===== config.mk =====
export PLATFORM = sky130hd
export DESIGN_NAME = alu8_core
export DESIGN_NICKNAME = d
export VERILOG_FILES = /design/src/rtl/alu8_pkg.sv /design/src/rtl/alu8_ripple_add.sv /design/src/rtl/alu8_logic_slice.sv /design/src/rtl/alu8_fn_decode.sv /design/src/rtl/alu8_core.sv
export SDC_FILE = /design/constraint.sdc
export NUM_CORES = 1
export LEC_CHECK = 0
export CORE_MARGIN = 5
export CORE_UTILIZATION = 50
export DETAILED_ROUTE_END_ITERATION = 6
export GPL_TIMING_DRIVEN = 0
export PLACE_DENSITY = 0.84
export SYNTH_ARGS = -nofsm -noshare
export SYNTH_HDL_FRONTEND = slang
export SYNTH_SLANG_ARGS = --single-unit

===== constraint.sdc =====
create_clock -name vclk -period 7.2
set_clock_uncertainty 0.2 [all_clocks]
set_input_delay 0.72 -clock vclk [all_inputs]
set_output_delay 0.72 -clock vclk [all_outputs]
set_load 0.01 [all_outputs]

===== src/rtl/alu8_pkg.sv =====
package alu8_pkg;
  localparam int unsigned FUNC_W = 3;
  localparam int unsigned NUM_FN = 1 << FUNC_W;

  typedef enum logic [FUNC_W-1:0] {
    FN_ADD = 3'd0,
    FN_INC = 3'd1,
    FN_AND = 3'd2,
    FN_OR  = 3'd3,
    FN_XOR = 3'd4,
    FN_NOT = 3'd5,
    FN_SHL = 3'd6,
    FN_NOP = 3'd7
  } fn_e;
endpackage


===== src/rtl/alu8_ripple_add.sv =====
module alu8_ripple_add #(
  parameter int unsigned W = 8
) (
  input  logic [W-1:0] a_i,
  input  logic [W-1:0] b_i,
  input  logic         cin_i,
  output logic [W-1:0] sum_o,
  output logic         cout_o
);
  logic [W:0] cy;

  assign cy[0] = cin_i;

  for (genvar i = 0; i < W; i++) begin : g_fa
    logic hs;
    assign hs       = a_i[i] ^ b_i[i];
    assign sum_o[i] = hs ^ cy[i];
    assign cy[i+1]  = (a_i[i] & b_i[i]) | (cy[i] & hs);
  end

  assign cout_o = cy[W];
endmodule


===== src/rtl/alu8_logic_slice.sv =====
module alu8_logic_slice #(
  parameter int unsigned W = 8
) (
  input  logic [W-1:0] b_i,
  input  logic [W-1:0] c_i,
  output logic [W-1:0] and_o,
  output logic [W-1:0] or_o,
  output logic [W-1:0] xor_o,
  output logic [W-1:0] not_o,
  output logic [W-1:0] rol_o
);
  for (genvar i = 0; i < W; i++) begin : g_bit
    assign and_o[i] = b_i[i] & c_i[i];
    assign or_o[i]  = b_i[i] | c_i[i];
    assign xor_o[i] = b_i[i] ^ c_i[i];
    assign not_o[i] = ~b_i[i];
    // circular: bit 0 takes the top bit
    if (i == 0) begin : g_wrap
      assign rol_o[i] = b_i[W-1];
    end else begin : g_move
      assign rol_o[i] = b_i[i-1];
    end
  end
endmodule


===== src/rtl/alu8_fn_decode.sv =====
module alu8_fn_decode
  import alu8_pkg::*;
(
  input  logic [FUNC_W-1:0] func_i,
  output logic [NUM_FN-1:0] sel_o
);
  for (genvar i = 0; i < NUM_FN; i++) begin : g_dec
    assign sel_o[i] = (func_i == FUNC_W'(i));
  end
endmodule


===== src/rtl/alu8_core.sv =====
module alu8_core
  import alu8_pkg::*;
#(
  parameter int unsigned W = 8
) (
  input  logic [W-1:0]      b_i,
  input  logic [W-1:0]      c_i,
  input  logic [FUNC_W-1:0] func_i,
  input  logic              res_en_i,
  output logic [W-1:0]      res_o,
  output logic              carry_o,
  output logic              sign_o,
  output logic              zero_o
);
  logic [NUM_FN-1:0] sel_oh;
  logic [W-1:0]      add_rhs;
  logic [W-1:0]      add_sum;
  logic              add_cout;
  logic [W-1:0]      and_v, or_v, xor_v, not_v, rol_v;
  logic [W-1:0]      cand [NUM_FN];
  logic [W-1:0]      sel_res;

  alu8_fn_decode u_dec (
    .func_i (func_i),
    .sel_o  (sel_oh)
  );

  // one adder shared by add and increment
  assign add_rhs = sel_oh[FN_INC] ? W'(1) : c_i;

  alu8_ripple_add #(.W(W)) u_add (
    .a_i    (b_i),
    .b_i    (add_rhs),
    .cin_i  (1'b0),
    .sum_o  (add_sum),
    .cout_o (add_cout)
  );

  alu8_logic_slice #(.W(W)) u_log (
    .b_i   (b_i),
    .c_i   (c_i),
    .and_o (and_v),
    .or_o  (or_v),
    .xor_o (xor_v),
    .not_o (not_v),
    .rol_o (rol_v)
  );

  assign cand[FN_ADD] = add_sum;
  assign cand[FN_INC] = add_sum;
  assign cand[FN_AND] = and_v;
  assign cand[FN_OR]  = or_v;
  assign cand[FN_XOR] = xor_v;
  assign cand[FN_NOT] = not_v;
  assign cand[FN_SHL] = rol_v;
  assign cand[FN_NOP] = '0;

  // wired-OR of gated candidates, one enable live at a time
  always_comb begin
    sel_res = '0;
    for (int i = 0; i < NUM_FN; i++) begin
      sel_res = sel_res | (cand[i] & {W{sel_oh[i]}});
    end
  end

  assign carry_o = add_cout & (sel_oh[FN_ADD] | sel_oh[FN_INC]);
  assign sign_o  = sel_res[W-1];
  assign zero_o  = ~|sel_res;
  assign res_o   = res_en_i ? sel_res : '0;
endmodule


# After elaboration in Yosys (flattened, before gate mapping)
# Index checks and enable logic that the tools add are counted.
dict set report totals {
  elab_cells 95
  in_bits 20
  register_bits 0
}
dict set report op_classes {
  bitwise_logic 84
  eq_ne 6
  mux 2
  reduce_logical 3
}
# op count
set ops {}
lappend ops {{$and 8x8->8} 7}
lappend ops {{$or 8x8->8} 6}
lappend ops {{$and 1x1->1} 24}
lappend ops {{$xor 1x1->1} 23}
lappend ops {{$mux 8} 2}
lappend ops {{$or 1x1->1} 16}
lappend ops {{$eq 3x3->1 const B} 3}
lappend ops {{$not 1->1} 8}
lappend ops {{$reduce_or 8->1} 1}
lappend ops {{$eq 3x2->1 const B} 2}
lappend ops {{$eq 3x1->1 const B} 1}
lappend ops {{$logic_not 3->1} 1}
lappend ops {{$logic_not 1->1} 1}

# Depth between registers and ports, before layout
# Gate-level depths: netlist of run 1.
dict set report logic_depth {
  word_depth 25
  ltp_mapped 17
  mapped_depth_nobuf 16
}

# Modules after synthesis
# A second synthesis of run 1 with hierarchy kept.
dict set report unflattened {
  cells_unflattened 133
  hier_area_um2 996.0
}
# module area_per_inst_um2 n_inst cells_each
set modules_own_cells {}
lappend modules_own_cells {alu8_core 382.9 1 59}
lappend modules_own_cells {alu8_logic_slice 350.3 1 48}
lappend modules_own_cells {alu8_ripple_add 197.7 1 18}
lappend modules_own_cells {alu8_fn_decode 65.1 1 8}

# Least setup slack after synthesis of run 1
# Ideal clock, no wire load.
dict set report synth_timing {
  path_kind {input -> output}
  startpoint {in func_i[2]}
  endpoint {out zero_o}
  arrival_time_ns 4.849
  slack_ns 1.431
  n_path_buf 1
  stages 17
  path_cell_list {buf_2 nor2_1 nand2_1 nand2_1 ha_1 inv_1 fa_1 fa_1 fa_1 fa_1 fa_1 inv_1 fa_1 fa_1 a21oi_1 a21oi_2 nor4_2}
}
dict set report synth_via {
  elab_chain_len 25
  elab_cells_between_ends 57
}
# item line
set synth_rtl {}
lappend synth_rtl {{from (decl)} alu8_core.sv:8} ;# input logic [FUNC_W-1:0] func_i,
lappend synth_rtl {{$eq 3x1->1} alu8_fn_decode.sv:8} ;# assign sel_o[i] = (func_i == FUNC_W'(i));
lappend synth_rtl {{$mux 8} alu8_core.sv:29} ;# assign add_rhs = sel_oh[FN_INC] ? W'(1) : c_i;
lappend synth_rtl {{$and 1x1->1 / $xor 1x1->1 (equally long branches)} {alu8_ripple_add.sv:18, alu8_ripple_add.sv:16}}
lappend synth_rtl {{$and 1x1->1} alu8_ripple_add.sv:18} ;# assign cy[i+1] = (a_i[i] & b_i[i]) | (cy[i] & hs);
lappend synth_rtl {{$or 1x1->1} alu8_ripple_add.sv:18}
lappend synth_rtl {{$and 1x1->1} alu8_ripple_add.sv:18}
lappend synth_rtl {{$or 1x1->1} alu8_ripple_add.sv:18}
lappend synth_rtl {{$and 1x1->1} alu8_ripple_add.sv:18}
lappend synth_rtl {{[6 not listed]} -}
lappend synth_rtl {{$or 1x1->1} alu8_ripple_add.sv:18}
lappend synth_rtl {{$xor 1x1->1} alu8_ripple_add.sv:17} ;# assign sum_o[i] = hs ^ cy[i];
lappend synth_rtl {{$and 8x8->8} alu8_core.sv:62} ;# sel_res = sel_res | (cand[i] & {W{sel_oh[i]}});
lappend synth_rtl {{$or 8x8->8 (5 in a row)} alu8_core.sv:62}
lappend synth_rtl {{$or 8x8->8 *} alu8_core.sv:62}
lappend synth_rtl {{net sign_o} alu8_core.sv:12} ;# output logic sign_o,
lappend synth_rtl {{$reduce_or 8->1 *} alu8_core.sv:68} ;# assign zero_o = ~|sel_res;
lappend synth_rtl {{$logic_not 1->1 *} alu8_core.sv:68}
lappend synth_rtl {{to (decl)} alu8_core.sv:13} ;# output logic zero_o
# The timed path passes the listed nets; every way through them passes the cells marked *.

# Worst setup path in the final report of run 1
dict set report layout_timing {
  startpoint {in func_i[1]}
  endpoint {out zero_o}
}
dict set report layout_via {
  elab_chain_len 25
  elab_cells_between_ends 57
}
# item line
set layout_rtl {}
lappend layout_rtl {{$eq 3x1->1} alu8_fn_decode.sv:8}
lappend layout_rtl {{$mux 8} alu8_core.sv:29}
lappend layout_rtl {{$and 1x1->1 / $xor 1x1->1 (equally long branches)} {alu8_ripple_add.sv:18, alu8_ripple_add.sv:16}}
lappend layout_rtl {{$and 1x1->1} alu8_ripple_add.sv:18}
lappend layout_rtl {{$or 1x1->1} alu8_ripple_add.sv:18}
lappend layout_rtl {{$and 1x1->1} alu8_ripple_add.sv:18}
lappend layout_rtl {{$or 1x1->1} alu8_ripple_add.sv:18}
lappend layout_rtl {{$and 1x1->1} alu8_ripple_add.sv:18}
lappend layout_rtl {{[5 not listed]} -}
lappend layout_rtl {{$and 1x1->1} alu8_ripple_add.sv:18}
lappend layout_rtl {{$or 1x1->1} alu8_ripple_add.sv:18}
lappend layout_rtl {{$xor 1x1->1} alu8_ripple_add.sv:17}
lappend layout_rtl {{$and 8x8->8} alu8_core.sv:62}
lappend layout_rtl {{$or 8x8->8 (5 in a row)} alu8_core.sv:62}
lappend layout_rtl {{$or 8x8->8 *} alu8_core.sv:62}
lappend layout_rtl {{$reduce_or 8->1 *} alu8_core.sv:68}
lappend layout_rtl {{$logic_not 1->1 *} alu8_core.sv:68}
# Mark *: on every way between the ends. The rest lies on a longest branch, timed or not.

==> flow_summary_export.csv, run 1 <==
group,metric,value,unit
status,outcome,"finished, final reports clean",
critical_path,cp.arrival,6.11,ns
route,drtIter0Drc,10,
sta,holdWs,2.18,ns
run,max_cap_violations,0,
logic_synthesis,yosysWarnings,0,
cells_and_area,layout_commonest_cell,"clkdlybuf4s50_1",
grt,antenna_found_initial,0,
grt,grt_max_degree,11,
critical_path,cp-start-kind,"primary input",
route,drt-pass1-iter-count,4,
critical_path,worst-setup-path-type,"in2out",
route,remaining_drc_errors,0,
cells_and_area,layout_common_cells,"30 x clkdlybuf4s50_1, 18 x inv_1, 17 x ha_1",
clocking,cts_hold_buf,0,
min_path,hp-class,"in2out",
logic_synthesis,netlist_area,998,sq um
grt,grt_pass1_wl,4460,microns
sta,hold_viol,0,
route,vias,986,
logic_synthesis,synth_area_per_cell,7.86,sq um
sta,fmax,142,MHz
logic_synthesis,seq_area_frac_synth,0,%
cells_and_area,area_growth,34.0,%
floorplan,start_util,51.4,%
floorplan,fp.dieArea,2990,sq um
grt,overflow,0,
pwr,p_int,0.0451,mW
logic_synthesis,synth_nets,171,
placed_design,gp_congestion,0.836,
critical_path,critPathCaptureType,"output pin",
clocking,postCtsSetupBuffers,0,
route,wl_per_cell,14.9,microns
cells_and_area,seq_cells,0,
route,antenna_left,0,
sta,max_slew_margin,71.8,%
pwr,finalPower,0.0884,mW
pwr,ir_drop,0.0000421,V
pwr,power_frac_clock,0,%
pwr,swShare,49.0,%
route,via_per_inst,5.39,
cells_and_area,antenna-diode-count,0,
pwr,seq_power_share,0,%
sta,final.setup.tns,0,ns
critical_path,cp_max_fo,10,
critical_path,cp.required,6.28,ns
cells_and_area,regArea,0,sq um
sta,rsz0062_at_grt,"no",
cells_and_area,clock_buffers,0,
floorplan,rows,16,
cells_and_area,drive_above_1_share,10.3,%
floorplan,die_w,54.7,microns
cells_and_area,fin_nets,202,
clocking,cts_resized,2,
pwr,power_density,66.1,nW/um^2
sta,setup_viol,0,
floorplan,boundaryPins,31,
logic_synthesis,ys_types,34,
pwr,power_leakage,0.619,nW
grt,track_usage,19.7,%
sta,fin_crit,7.03,ns
grt,grt_pass1_vias,1002,
sta,slew_violations,0,
route,wl,2720,microns
sta,worst_pin_slew,0.416,ns
floorplan,core,1940,sq um
floorplan,die_y,54.7,microns
pwr,switching_power,0.0433,mW
placed_design,dp_hpwl,2290,microns
pwr,power.combinational.fraction,100.0,%
sta,finalCritPeriodShare,97.6,%
logic_synthesis,netlist_instances,127,
placed_design,io_buffers,30,
[cells by family after synthesis]
group / after synthesis / share of synthesized area (%)
adders and majority gates: 24 / 35.3
buffers and inverters: 26 / 12.8
AOI/OAI and AO/OA: 27 / 20.4
and+or+nand+nor: 41 / 22.3
muxes: 9 / 9.15
[layout make-up]
| class | count | area, sq um |
|---|---|---|
| multi-input cells | 101 | 881 |
| inverters | 19 | 71.3 |
| plain buffers | 6 | 51.3 |
| fillers | 167 | 604 |
| well taps | 27 | 33.8 |
| repair buffers | 30 | 300 |
[per-stage QoR]
step           utilization (%)  instances  instance area (sq um)  worst slack [ns]
3_3_place_gp              68.6        184                   1330           -0.0849
3_5_place_dp              68.6        184                   1330            -0.111
2_1_floorplan                -        127                    998              1.43
4_1_cts                   68.9        184                   1340            0.0618
6_report                  68.9        183                   1340             0.172
5_1_grt                   68.9        183                   1340           0.00882
[power by group through the flow]
| stage | Clock (mW) | Combinational, mW | Sequential [mW] |
|---|---|---|---|
| floorplan | 0 | 0.0514 | 0 |
| global placement | 0 | 0.0854 | 0 |
| detailed placement | 0 | 0.0881 | 0 |
| CTS | 0 | 0.0891 | 0 |
| global route | 0 | 0.0980 | 0 |
| finish | 0 | 0.0884 | 0 |
[critical path, stage by stage]
cell,delay (ns)
clkdlybuf4s50_1,0.51
buf_6,0.21
nor2_4,0.17
nand2_2,0.14
nand2_1,0.11
ha_1,0.15
inv_1,0.05
fa_1,0.43
fa_1,0.45
fa_1,0.43
fa_1,0.45
fa_1,0.41
inv_1,0.09
fa_1,0.20
fa_1,0.42
a21oi_1,0.17
a21oi_2,0.11
nor4_2,0.30
clkdlybuf4s50_1,0.58
[path summary, 6_finish.rpt]
check | start | end | slack [ns] | cells past startpoint
hold / removal | func_i[2] | carry_o | 2.18 | 4
setup / recovery | func_i[1] | zero_o | 0.17 | 19
[cells in the mapped netlist (all sizes together) (3+ instances only)]
cell	number	area (sq um)
o21ai	4	20.0
nand2	14	52.6
nor2	4	17.5
and2	3	18.8
nor2b	8	50.1
inv	19	71.3
buf	7	56.3
nand2b	5	31.3
o221ai	4	35.0
a21oi	5	28.8
fa	7	140
o22ai	3	25.0
mux2i	8	80.1
ha	17	213
[metal layers]
layer  up-vias  share of wire (%)  global-route usage (%)
met5         -                  0                       0
met4         0                  0                       0
met3         0                3.6                   0.272
met2        22                 55                    38.8
met1       470                 41                    24.8
li1        494                  -                       -
Power figures use the tool's default switching activity.
==> inputs of run 2 (changes only) <==
Settings changed: CORE_UTILIZATION 50 to 45, PLACE_DENSITY 0.84 to 0.8, SYNTH_HIERARCHICAL set to 1.
Clock period 7.2 ns to 6 ns, I/O delays scaled along.
==> run 2 against run 1 <==
Against the previous run: area after synthesis decreased by 1.0%; routed wire length decreased by 1.3%; combinational power increased by 14%; critical endpoint is now sign_o; non-clock buffer count increased by 11; global-route usage decreased by 3.0 points; synthesized cell count increased by 3.9%; sequential share of layout area unchanged; first-iteration DRC count increased to 7.5 times the previous value; design area increased by 1.4%; die area increased by 8.1%; count of clock-buffer cells in the layout unchanged; via count increased by 3.2%.
==> flow_summary_export.csv, run 2 <==
group,metric,value,unit
sta,hold_viol,0,
sta,fmax,172,MHz
sta,setup_viol,0,
grt,grt_pass1_vias,1020,
route,wl,2680,microns
logic_synthesis,netlist_instances,132,
sta,holdWs,1.85,ns
placed_design,dp_hpwl,2040,microns
sta,worst_pin_slew,0.997,ns
pwr,power_density,74.3,nW/um^2
critical_path,worstPathCellList,"buf_2 > nor3b_4 > clkbuf_8 > or2_2 > fa_2 > inv_1 > fa_1 > inv_1 > fa_2 > fa_2 > fa_2 > fa_2 > fa_1 > inv_1 > fa_1 > inv_1 > o21ai_0 > nand3_1 > buf_4 > dlygate4sd2_1",
route,via_per_inst,5.27,
floorplan,start_util,46.0,%
cells_and_area,area_growth,37.2,%
cells_and_area,layout_common_cells,"34 x inv_1, 25 x clkdlybuf4s50_1, 16 x ha_1",
status,outcome,"finished, final reports clean",
route,drt-pass1-iter-count,4,
logic_synthesis,netlist_area,988,sq um
grt,track_usage,16.8,%
clocking,cts_hold_buf,0,
critical_path,cp_max_fo,10,
grt,grt_max_degree,11,
min_path,hp-class,"in2out",
pwr,finalPower,0.101,mW
critical_path,cpMostUsedCell,"fa_2",
critical_path,cp-start-kind,"primary input",
run,max_cap_violations,0,
floorplan,boundaryPins,31,
critical_path,startpoint,"func_i[0]",
grt,antenna_found_initial,0,
logic_synthesis,synth_area_per_cell,7.49,sq um
pwr,power_leakage,0.681,nW
min_path,worstHoldStart,"res_en_i",
pwr,ir_drop,0.0000372,V
cells_and_area,fin_nets,211,
floorplan,core,2150,sq um
cells_and_area,layout_commonest_cell,"inv_1",
sta,slew_violations,0,
cells_and_area,regArea,0,sq um
sta,finalCritPeriodShare,97.0,%
route,vias,1018,
route,antenna_left,0,
logic_synthesis,synth_nets,176,
critical_path,worst-setup-path-type,"in2out",
cells_and_area,final_core_util,63.1,%
cells_and_area,drive_above_1_share,17.6,%
sta,fin_crit,5.82,ns
critical_path,critPathCaptureType,"output pin",
floorplan,rows,17,
critical_path,slowest_delay,0.40,ns
cells_and_area,seq_cells,0,
critical_path,cp.required,5.20,ns
floorplan,die_w,56.9,microns
cells_and_area,clock_buffers,0,
cells_and_area,antenna-diode-count,0,
placed_design,gp_congestion,0.884,
logic_synthesis,yosysWarnings,6,
route,remaining_drc_errors,0,
route,wl_per_cell,13.9,microns
placed_design,io_buffers,31,
critical_path,cp.arrival,5.02,ns
floorplan,die_y,56.9,microns
grt,grt_pass1_wl,4530,microns
sta,rsz0062_at_grt,"no",
sta,max_slew_margin,33.0,%
critical_path,slowest_stage,"fa_1",
floorplan,fp.dieArea,3230,sq um
grt,overflow,0,
route,drtIter0Drc,75,
-- run 2: cell count changes in the layout (fill, tap and decap cells not counted), sizes merged, moves of 7 or more --
cell,delta
mux2i,-8
buf,+8
a22oi,+8
a222oi,+8
nand3,+7
clkbuf,+7
nand2,-14
inv,+15
-- run 2: final cells by class --
cell class | instances | area [sq um]
multi-input cells | 84 | 793
fillers | 189 | 792
repair buffers | 33 | 299
inverters | 34 | 128
plain buffers | 14 | 101
well taps | 28 | 35.0
-- run 2: worst max-delay path, delay by kind of cell --
family / cells / cell delay [ns]
buffers and inverters: 8 / 0.92
and+or+nand+nor: 3 / 0.64
AOI/OAI and AO/OA: 1 / 0.08
adders and majority gates: 8 / 2.77
-- run 2: path summary, 6_finish.rpt --
check / endpoint / slack [ns] / cells past startpoint
max: sign_o / 0.18 / 20
min: res_o[7] / 1.85 / 3
-- run 2: what timing repair did --
action	4_1_cts	5_1_grt
gates resized for setup	22	6
buffers inserted	2	0
setup endpoints to repair	6	3
pin swaps	1	5
-- run 2: per-layer routing --
metal  up-vias  wire length [microns]  track usage (%)
li1        498                      -                -
met1       470                   1200             22.6
met2        48                   1250             29.4
met3         2                    202             1.15
met4         0                     25             2.98
met5         -                      0                0
-- run 2: power by group --
| part | internal (mW) | switching, mW | total (mW) |
|---|---|---|---|
| clock | 0 | 0 | 0 |
| combinational | 0.0528 | 0.0479 | 0.101 |
| sequential | 0 | 0 | 0 |
-- run 2: per-stage QoR --
step                      setup slack (ns)  area [sq um]  TNS (ns)  cells
after floorplan                      0.250           988         0    132
after global placement               -1.10          1330     -3.68    191
after detailed placement             -1.22          1330     -4.44    191
after CTS                           0.0158          1370         0    193
after global routing                0.0284          1360         0    193
final                                0.179          1360         0    193
==> inputs of run 3 (changes only) <==
Settings changed: PLACE_DENSITY 0.8 to 0.93.
==> run 3 against run 2 <==
Against the previous run: maximum frequency up 1.8%; non-clock buffer count is the same; global-route usage decreased by 0.53 points; design area increased by 0.28%; combinational power is essentially flat; final cell count did not move; core utilization is 0.17 points higher; sequential share of layout area stayed put; hold slack improved by 0.051 ns; critical path depth did not move; via count is 0.59% higher; setup slack improved by 0.10 ns.
==> flow_summary_export.csv, run 3 (synthesized netlist as in run 2, its figures left out) <==
group,metric,value,unit
floorplan,rows,17,
cells_and_area,fin_nets,211,
floorplan,start_util,46.0,%
status,outcome,"finished, final reports clean",
placed_design,io_buffers,31,
floorplan,boundaryPins,31,
cells_and_area,clock_buffers,0,
critical_path,cp.arrival,4.92,ns
pwr,ir_drop,0.0000335,V
sta,finalCritPeriodShare,95.3,%
route,remaining_drc_errors,0,
grt,grt_pass1_vias,1058,
min_path,hp-class,"in2out",
min_path,hold_depth,5,
sta,slew_violations,0,
min_path,worstHoldStart,"func_i[0]",
sta,max_slew_margin,40.7,%
floorplan,die_y,56.9,microns
grt,overflow,0,
cells_and_area,layout_common_cells,"34 x inv_1, 25 x clkdlybuf4s50_1, 16 x ha_1",
pwr,power_leakage,0.682,nW
route,wl_per_cell,12.9,microns
route,wl,2500,microns
floorplan,fp.dieArea,3230,sq um
floorplan,die_w,56.9,microns
sta,final.setup.tns,0,ns
grt,grt_pass1_wl,4500,microns
route,drt-pass1-iter-count,5,
run,max_cap_violations,0,
pwr,power_density,72.5,nW/um^2
placed_design,gp_congestion,0.774,
critical_path,cp-start-kind,"primary input",
floorplan,core,2150,sq um
cells_and_area,area_growth,37.6,%
sta,fmax,175,MHz
cells_and_area,drive_above_1_share,17.0,%
route,vias,1024,
critical_path,worst-setup-path-type,"in2out",
sta,holdWs,1.90,ns
sta,hold_viol,0,
sta,fin_crit,5.72,ns
critical_path,cp_max_fo,10,
sta,setup_viol,0,
cells_and_area,layout_commonest_cell,"inv_1",
cells_and_area,fill_cells,169,
cells_and_area,regArea,0,sq um
min_path,whs_endpoint,"sign_o",
grt,antenna_found_initial,0,
cells_and_area,seq_cells,0,
critical_path,critPathCaptureType,"output pin",
route,antenna_left,0,
grt,grt_max_degree,11,
placed_design,dp_hpwl,2040,microns
route,drtIter0Drc,63,
grt,track_usage,16.2,%
critical_path,cp.required,5.20,ns
cells_and_area,multi_input_area,791,sq um
sta,worst_pin_slew,0.883,ns
route,via_per_inst,5.31,
sta,rsz0062_at_grt,"no",
cells_and_area,antenna-diode-count,0,
run 3: cell count changes in the layout (fill, tap and decap cells not counted):
cell / delta
clkdlybuf4s15_2: +1
clkbuf_2: -1
fa_1: +1
fa_2: -1
run 3: timing repair:
action	CTS	global route
hold buffers	0	0
pin swaps	2	1
hold endpoints to repair	0	0
buffers inserted	0	2
endpoints found under the setup margin	6	3
gates resized for setup	23	4
run 3: worst max path at each step:
stage	slack, ns	to	depth (start not counted)	startpoint
global route	0.05	res_o[7]	20	func_i[0]
detailed placement	-1.05	zero_o	21	func_i[0]
finish	0.28	res_o[7]	20	func_i[0]
global placement	-0.95	zero_o	20	func_i[0]
CTS	0.09	zero_o	21	func_i[0]
floorplan	0.25	zero_o	19	func_i[0]
run 3: metal layers:
metal,vias up,part of all wire [%],GRT usage [%]
li1,501,-,-
met5,-,0,0
met4,0,0,1.99
met1,483,43,20.5
met3,0,6.4,1.61
met2,40,50,30.2
run 3: where the power goes:
group	total, mW	switching, mW	internal, mW
sequential	0	0	0
clock	0	0	0
combinational	0.0986	0.0466	0.0520
total	0.0986	0.0466	0.0520
run 3: critical path: stages:
cell,delay (ns)
buf_2,0.13
nor3b_4,0.16
clkbuf_8,0.16
or2_2,0.31
fa_1,0.40
inv_1,0.08
fa_1,0.16
inv_1,0.06
fa_2,0.34
fa_2,0.34
fa_2,0.34
fa_2,0.34
fa_1,0.36
inv_1,0.07
fa_1,0.40
inv_1,0.06
o21ai_0,0.07
nand3_1,0.16
and2_2,0.15
clkdlybuf4s15_2,0.21
run 3: final cells by class:
class,count,share of cell area [%]
Multi-Input combinational cell,84,58.1
Timing Repair Buffer,33,22.4
Inverter,34,9.38
Buffer,14,7.45
Tap cell,28,2.58
run 3: through the flow:
stage	std cells	util (%)	instance area (sq um)	total power, mW	worst slack [ns]
after CTS	191	63.2	1360	0.0983	0.0926
after global placement	191	62.1	1330	0.0917	-0.946
after detailed placement	191	62.1	1330	0.0975	-1.05
after floorplan	132	-	988	0.0526	0.250
final	193	63.3	1360	0.0986	0.281
after global routing	193	63.3	1360	0.110	0.0504
